**src/rtl/cbg_pkg.sv**
```systemverilog
// Shared types for the converter bus interface.
package cbg_pkg;
    // Sequencer phases: standby, start pulse out, conversion running.
    typedef enum logic [1:0] {
        ST_IDLE  = 2'd0,
        ST_PULSE = 2'd1,
        ST_CONV  = 2'd2
    } cbg_state_e;
endpackage

```
**src/rtl/cbg_start_detect.sv**
```systemverilog
// Turns the start-address write into a single-cycle request.
// Assumes select and strobe are synchronous to clk.
// A held write produces only one request.
module cbg_start_detect (
    input  logic clk,
    input  logic rst_n,
    input  logic start_sel_n,
    input  logic wr_n,
    output logic start_req
);
    logic wr_hit;
    logic wr_hit_q;

    // Combined write to the start address.
    assign wr_hit = ~start_sel_n & ~wr_n;

    // Remember the previous sample so that only the leading edge counts.
    always_ff @(posedge clk) begin
        if (!rst_n) wr_hit_q <= 1'b0;
        else        wr_hit_q <= wr_hit;
    end

    // Request on the first cycle of the write.
    assign start_req = wr_hit & ~wr_hit_q;
endmodule

```
**src/rtl/cbg_seq.sv**
```systemverilog
// Start-pulse sequencer. It raises blank/convert on a request, ends the
// pulse when the converter raises ready, and signals capture when ready
// drops again. Requests outside standby are dropped.
module cbg_seq
    import cbg_pkg::*;
(
    input  logic       clk,
    input  logic       rst_n,
    input  logic       start_req,
    input  logic       conv_rdy,
    output cbg_state_e state,
    output logic       blank_conv,
    output logic       capture
);
    cbg_state_e state_nx;

    // Next-state choice for the three phases.
    always_comb begin
        state_nx = state;
        unique case (state)
            ST_IDLE:  if (start_req) state_nx = ST_PULSE;
            ST_PULSE: if (conv_rdy)  state_nx = ST_CONV;
            ST_CONV:  if (!conv_rdy) state_nx = ST_IDLE;
            default:                 state_nx = ST_IDLE;
        endcase
    end

    // State register.
    always_ff @(posedge clk) begin
        if (!rst_n) state <= ST_IDLE;
        else        state <= state_nx;
    end

    // Pulse line follows the pulse phase; capture marks end of conversion.
    assign blank_conv = (state == ST_PULSE);
    assign capture    = (state == ST_CONV) & ~conv_rdy;
endmodule

```
**src/rtl/cbg_result.sv**
```systemverilog
// Holds the last completed conversion result until the next completes.
module cbg_result #(
    parameter int DATA_W = 10
) (
    input  logic              clk,
    input  logic              rst_n,
    input  logic              capture,
    input  logic [DATA_W-1:0] conv_data,
    output logic [DATA_W-1:0] result
);
    // Load only on the completion cycle.
    always_ff @(posedge clk) begin
        if (!rst_n)       result <= '0;
        else if (capture) result <= conv_data;
    end
endmodule

```
**src/rtl/cbg_read_mux.sv**
```systemverilog
// Read-side byte selection with left justification and bus gating.
// Assumes DATA_W > BUS_W and DATA_W <= 2*BUS_W.
module cbg_read_mux #(
    parameter int DATA_W = 10,
    parameter int BUS_W  = 8
) (
    input  logic              hi_sel_n,
    input  logic              lo_sel_n,
    input  logic              stat_sel_n,
    input  logic              rd_n,
    input  logic              conv_rdy,
    input  logic [DATA_W-1:0] result,
    output logic [BUS_W-1:0]  bus_dout,
    output logic              bus_oe
);
    localparam int LO_BITS = DATA_W - BUS_W;

    logic [BUS_W-1:0] hi_byte;
    logic [BUS_W-1:0] lo_byte;
    logic [BUS_W-1:0] st_byte;

    // Top bits of the result form the high byte.
    assign hi_byte = result[DATA_W-1 -: BUS_W];

    // Remaining bits sit at the top of the low byte, zero filled below.
    generate
        if (LO_BITS == BUS_W) begin : g_lo_full
            assign lo_byte = result[LO_BITS-1:0];
        end else begin : g_lo_pad
            assign lo_byte = {result[LO_BITS-1:0], {(BUS_W-LO_BITS){1'b0}}};
        end
    endgenerate

    // Status byte carries ready in the top bit.
    assign st_byte = {conv_rdy, {(BUS_W-1){1'b0}}};

    // Drive only during a selected read; priority high, low, status.
    always_comb begin
        bus_oe   = 1'b0;
        bus_dout = '0;
        if (!rd_n) begin
            if (!hi_sel_n) begin
                bus_oe   = 1'b1;
                bus_dout = hi_byte;
            end else if (!lo_sel_n) begin
                bus_oe   = 1'b1;
                bus_dout = lo_byte;
            end else if (!stat_sel_n) begin
                bus_oe   = 1'b1;
                bus_dout = st_byte;
            end
        end
    end
endmodule

```
**src/rtl/conv_bus_glue.sv**
```systemverilog
// Top level: joins a successive-approximation converter to a byte bus.
// Assumes all selects and strobes are synchronous to clk, and assumes the
// converter holds ready high for the whole conversion.
module conv_bus_glue
    import cbg_pkg::*;
#(
    parameter int DATA_W = 10,
    parameter int BUS_W  = 8
) (
    input  logic              clk,
    input  logic              rst_n,
    input  logic              start_sel_n,
    input  logic              hi_sel_n,
    input  logic              lo_sel_n,
    input  logic              stat_sel_n,
    input  logic              wr_n,
    input  logic              rd_n,
    input  logic              conv_rdy,
    input  logic [DATA_W-1:0] conv_data,
    output logic              blank_conv,
    output logic [BUS_W-1:0]  bus_dout,
    output logic              bus_oe
);
    logic              start_req;
    logic              capture;
    cbg_state_e        seq_state;
    logic [DATA_W-1:0] result;

    // Write-side request detection.
    cbg_start_detect u_det (
        .clk         (clk),
        .rst_n       (rst_n),
        .start_sel_n (start_sel_n),
        .wr_n        (wr_n),
        .start_req   (start_req)
    );

    // Pulse and conversion sequencing.
    cbg_seq u_seq (
        .clk        (clk),
        .rst_n      (rst_n),
        .start_req  (start_req),
        .conv_rdy   (conv_rdy),
        .state      (seq_state),
        .blank_conv (blank_conv),
        .capture    (capture)
    );

    // Result holding register.
    cbg_result #(.DATA_W(DATA_W)) u_res (
        .clk       (clk),
        .rst_n     (rst_n),
        .capture   (capture),
        .conv_data (conv_data),
        .result    (result)
    );

    // Byte selection toward the bus.
    cbg_read_mux #(.DATA_W(DATA_W), .BUS_W(BUS_W)) u_mux (
        .hi_sel_n   (hi_sel_n),
        .lo_sel_n   (lo_sel_n),
        .stat_sel_n (stat_sel_n),
        .rd_n       (rd_n),
        .conv_rdy   (conv_rdy),
        .result     (result),
        .bus_dout   (bus_dout),
        .bus_oe     (bus_oe)
    );
endmodule

```
**config.mk**
```make
export PLATFORM = sky130hd
export DESIGN_NAME = conv_bus_glue
export DESIGN_NICKNAME = d
export VERILOG_FILES = /design/src/rtl/cbg_pkg.sv /design/src/rtl/cbg_start_detect.sv /design/src/rtl/cbg_seq.sv /design/src/rtl/cbg_result.sv /design/src/rtl/cbg_read_mux.sv /design/src/rtl/conv_bus_glue.sv
export SDC_FILE = /design/constraint.sdc
export NUM_CORES = 1
export LEC_CHECK = 0
export CAP_MARGIN = 20
export CORE_MARGIN = 1.5
export CORE_UTILIZATION = 35
export CTS_CLUSTER_SIZE = 14
export DETAILED_ROUTE_END_ITERATION = 10
export PLACE_DENSITY = 0.73
export RECOVER_POWER = 25
export SYNTH_ARGS = -nofsm -noshare
export SYNTH_HDL_FRONTEND = slang
export SYNTH_SLANG_ARGS = --single-unit
export TNS_END_PERCENT = 20
```
**constraint.sdc**
```tcl
create_clock -name clk -period 1.1 [get_ports clk]
set_input_delay 0.275 -clock clk [delete_from_list [all_inputs] [get_ports clk]]
set_output_delay 0.275 -clock clk [all_outputs]
set_load 0.02 [all_outputs]
```
==> impl_metrics.csv <==
group,metric,value,unit
sta,layout_setup_ws,-252.5,ps
placement,dp_slack,-984.5,ps
clock_tree,clkTransAtPathRegs,90,ps
floorplan,die_w,44.60,um
logic_synthesis,synthFlopType,"dfxtp_1",
worst_setup_path,critical_path.endpoint,"bus_dout[7]",
clock_tree,clock_sinks,13,
logic_synthesis,synth-adder-area-share,0,%
placement,place_congestion,0.7503,
logic_synthesis,synth_compound_area_share,4.132,%
grt,grt_max_degree,14,
sta,setup_viol,19,
logic_synthesis,synth-simple-area-share,32.44,%
worst_setup_path,r2r_cells,4,
clock_tree,ctsRootBufferMaster,"clkbuf_4",
floorplan,initial_core_util,38.84,%
logic_synthesis,synth_area_leaders,"dfxtp_1 (43%), mux2i_1 (17%), nand2_1 (12%), and2_1 (6.2%), nand2b_1 (3.1%)",
grt,grt_pass1_wl,2415,um
logic_synthesis,muxShareOfSynthArea,16.53,%
logic_synthesis,ys_seq_elements,13,
logic_synthesis,synthesis.nets,89,
finish,final_util,69.66,%
run_status,violations,"DRC, setup timing",
clock_tree,cts_buffer_depth,2,
logic_synthesis,yosysWarnings,0,
finish,nFillCells,125,
worst_setup_path,cp_max_fo,2,
power_and_ir_drop,max-vdd-ir-drop,0.9994,mV
power_and_ir_drop,power_density,902.9,mW/mm2
power_and_ir_drop,power,980.6,uW
power_and_ir_drop,p_comb_share,19.3,%
sta,rsz0062_at_grt,"true",
clock_tree,cts_tree,"built",
worst_setup_path,start_kind,"flip-flop",
logic_synthesis,synth_common_cells,"nand2_1 (20), dfxtp_1 (13), mux2i_1 (10)",
clock_tree,clk_latency,270,ps
floorplan,ios,29,
routing,avgRoutedWirePerCell,11.97,um
logic_synthesis,synthXorXnorAreaFrac,1.446,%
clock_tree,htreeDepth,1,
power_and_ir_drop,sw_frac_of_total,25.07,%
logic_synthesis,yosys.area.top_type,"dfxtp_1",
sta,finalCriticalPeriod,1353,ps
power_and_ir_drop,p_int,734.8,uW
clock_tree,cts_buffers,3,
worst_setup_path,regToRegStartpoint,"u_seq.state[1]",
sta,slew_headroom,85.03,%
worst_setup_path,cp.required,820,ps
logic_synthesis,yosys.area.top_type_share,42.98,%
routing,vias_per_cell,4.921,
finish,area_growth,79.34,%
worst_setup_path,cp-end-kind,"output port",
finish,layout-drive-gt1-share,45.05,%
finish,nets,131,
logic_synthesis,ys_seq_area_share,42.98,%
floorplan,dieHeight,44.60,um
routing,wl,1520,um
sta,tns,-1081,ps
run_status,status,"finished, violations left",
run,max_cap_viol_count,0,
logic_synthesis,synth_top_family_by_area,"simple AND/OR/NAND/NOR gates",
routing,drt_iter0_drc,5,
worst_hold_path,hold_class,"in -> reg",
sta,max_freq,739.3,MHz
power_and_ir_drop,p_sw,245.8,uW
worst_setup_path,reg2reg_slack,-60,ps
sta,tightest_slew,224.6,ps
routing,vias,625,
sta,slew_viol_final,0,
logic_synthesis,yosysMostFrequentCell,"nand2_1",
floorplan,die-area,0.001989,mm2
logic_synthesis,syn_inst,70,
logic_synthesis,synth_edf_count,0,
worst_hold_path,whs_path_depth,2,
sta,holdWs,224.2,ps
sta,fin_crit_sh,123.0,%
floorplan,core-area,0.001559,mm2
grt,grt_pass1_vias,597,
sta,finalHoldViolations,0,
sta,skew,4.732,ps
logic_synthesis,avgSynthCellArea,8.651,um2
clock_tree,postCtsHoldBufs,0,
grt,grt_overflow,0,
power_and_ir_drop,p_leak,0.4670,nW
worst_setup_path,crit_start,"u_res.result[9]",
finish,n_antenna_cell,0,
power_and_ir_drop,power_frac_seq,49.4,%
logic_synthesis,async_reset_ff_share,0,%
grt,antenna_found_initial,0,
floorplan,row_count,14,
logic_synthesis,synth_area,605.6,um2
logic_synthesis,synthDistinctLibCells,19,
placement,hpwl,1099,um
routing,firstDrtPassIters,7,
routing,ant_nets,0,
worst_setup_path,critPathArrivalTime,1080,ps
routing,drc,2,
placement,io_buffers,28,
worst_setup_path,r2r-end,"u_res.result[6]",
grt,track_usage,16.47,%
worst_setup_path,crit_type,"reg -> out",
power_and_ir_drop,p_clk_share,31.3,%
registers in the layout (all words and copies together), names as in the netlist:
register        cells
u_res.result       10
u_seq.state         2
u_det.wr_hit_q      1
cell type report:
type	instances	area [um2]	share of cell area (%)
Multi-Input combinational cell	54	396.6	36.52
Timing Repair Buffer	40	372.9	34.33
Sequential cell	13	270.3	24.88
Clock buffer	4	26.28	2.419
Tap cell	16	20.02	1.843
through the flow:
step / instance area (um2) / instances
6_report: 1086 / 127
4_1_cts: 1035 / 127
3_3_place_gp: 996.0 / 122
3_5_place_dp: 996.0 / 122
5_1_grt: 1086 / 127
2_1_floorplan: 623.1 / 70
worst max-delay path, cell delays in order (launching register included):
cell and delay (ps):
dfxtp_2 340, nor2_2 50, a311oi_4 260, buf_6 150
power by group through the flow:
stage | combinational (mW) | clock [mW] | sequential (mW)
floorplan | 0.0565 | 0 | 0.494
global placement | 0.175 | 0 | 0.493
detailed placement | 0.177 | 0 | 0.493
CTS | 0.175 | 0.308 | 0.482
global route | 0.206 | 0.330 | 0.485
finish | 0.189 | 0.307 | 0.484
worst min path at each step:
stage / endpoint / start / slack [ps]
finish: u_det.wr_hit_q / wr_n / 220
global route: u_det.wr_hit_q / wr_n / 240
CTS: u_res.result[2] / u_res.result[2] / 460
detailed placement: u_res.result[2] / u_res.result[2] / 450
global placement: u_res.result[2] / u_res.result[2] / 440
floorplan: u_det.wr_hit_q / wr_n / 350
layer usage:
layer	vias up	part of all wire, %	track usage, %
li1	313	-	-
met3	2	4.1	2.857
met1	296	40	19.50
met5	-	0	0
met4	0	1.3	9.091
met2	14	54	27.83
logic make-up after synthesis:
kind of cell,count (synthesis)
AOI/OAI and AO/OA,4
and+or+nand+nor,39
xor gates and xnor gates,1
DFF,13
buffers and inverters,3
muxes,10
layout by cell type (no fill, tap or decap), drive strengths merged:
cell           instances
a21oi                  2
a311oi                 1
a31oi                  1
and2                   6
and3                   1
buf                   26
clkbuf                 5
clkdlybuf4s50         11
dfxtp                 13
dlymetal6s2s           2
mux2i                 10
nand2                 20
nand2b                 3
nand3b                 2
nor2                   2
nor2b                  1
nor3b                  2
or2b                   1
or4                    1
xor2                   1
repair_timing:
action	CTS	global route
resized for setup	85	19
endpoints found under the setup margin	21	21
pin swaps	9	3
setup buffers	1	0
hold endpoints to repair	0	0
(Power assumes the default switching activity.)
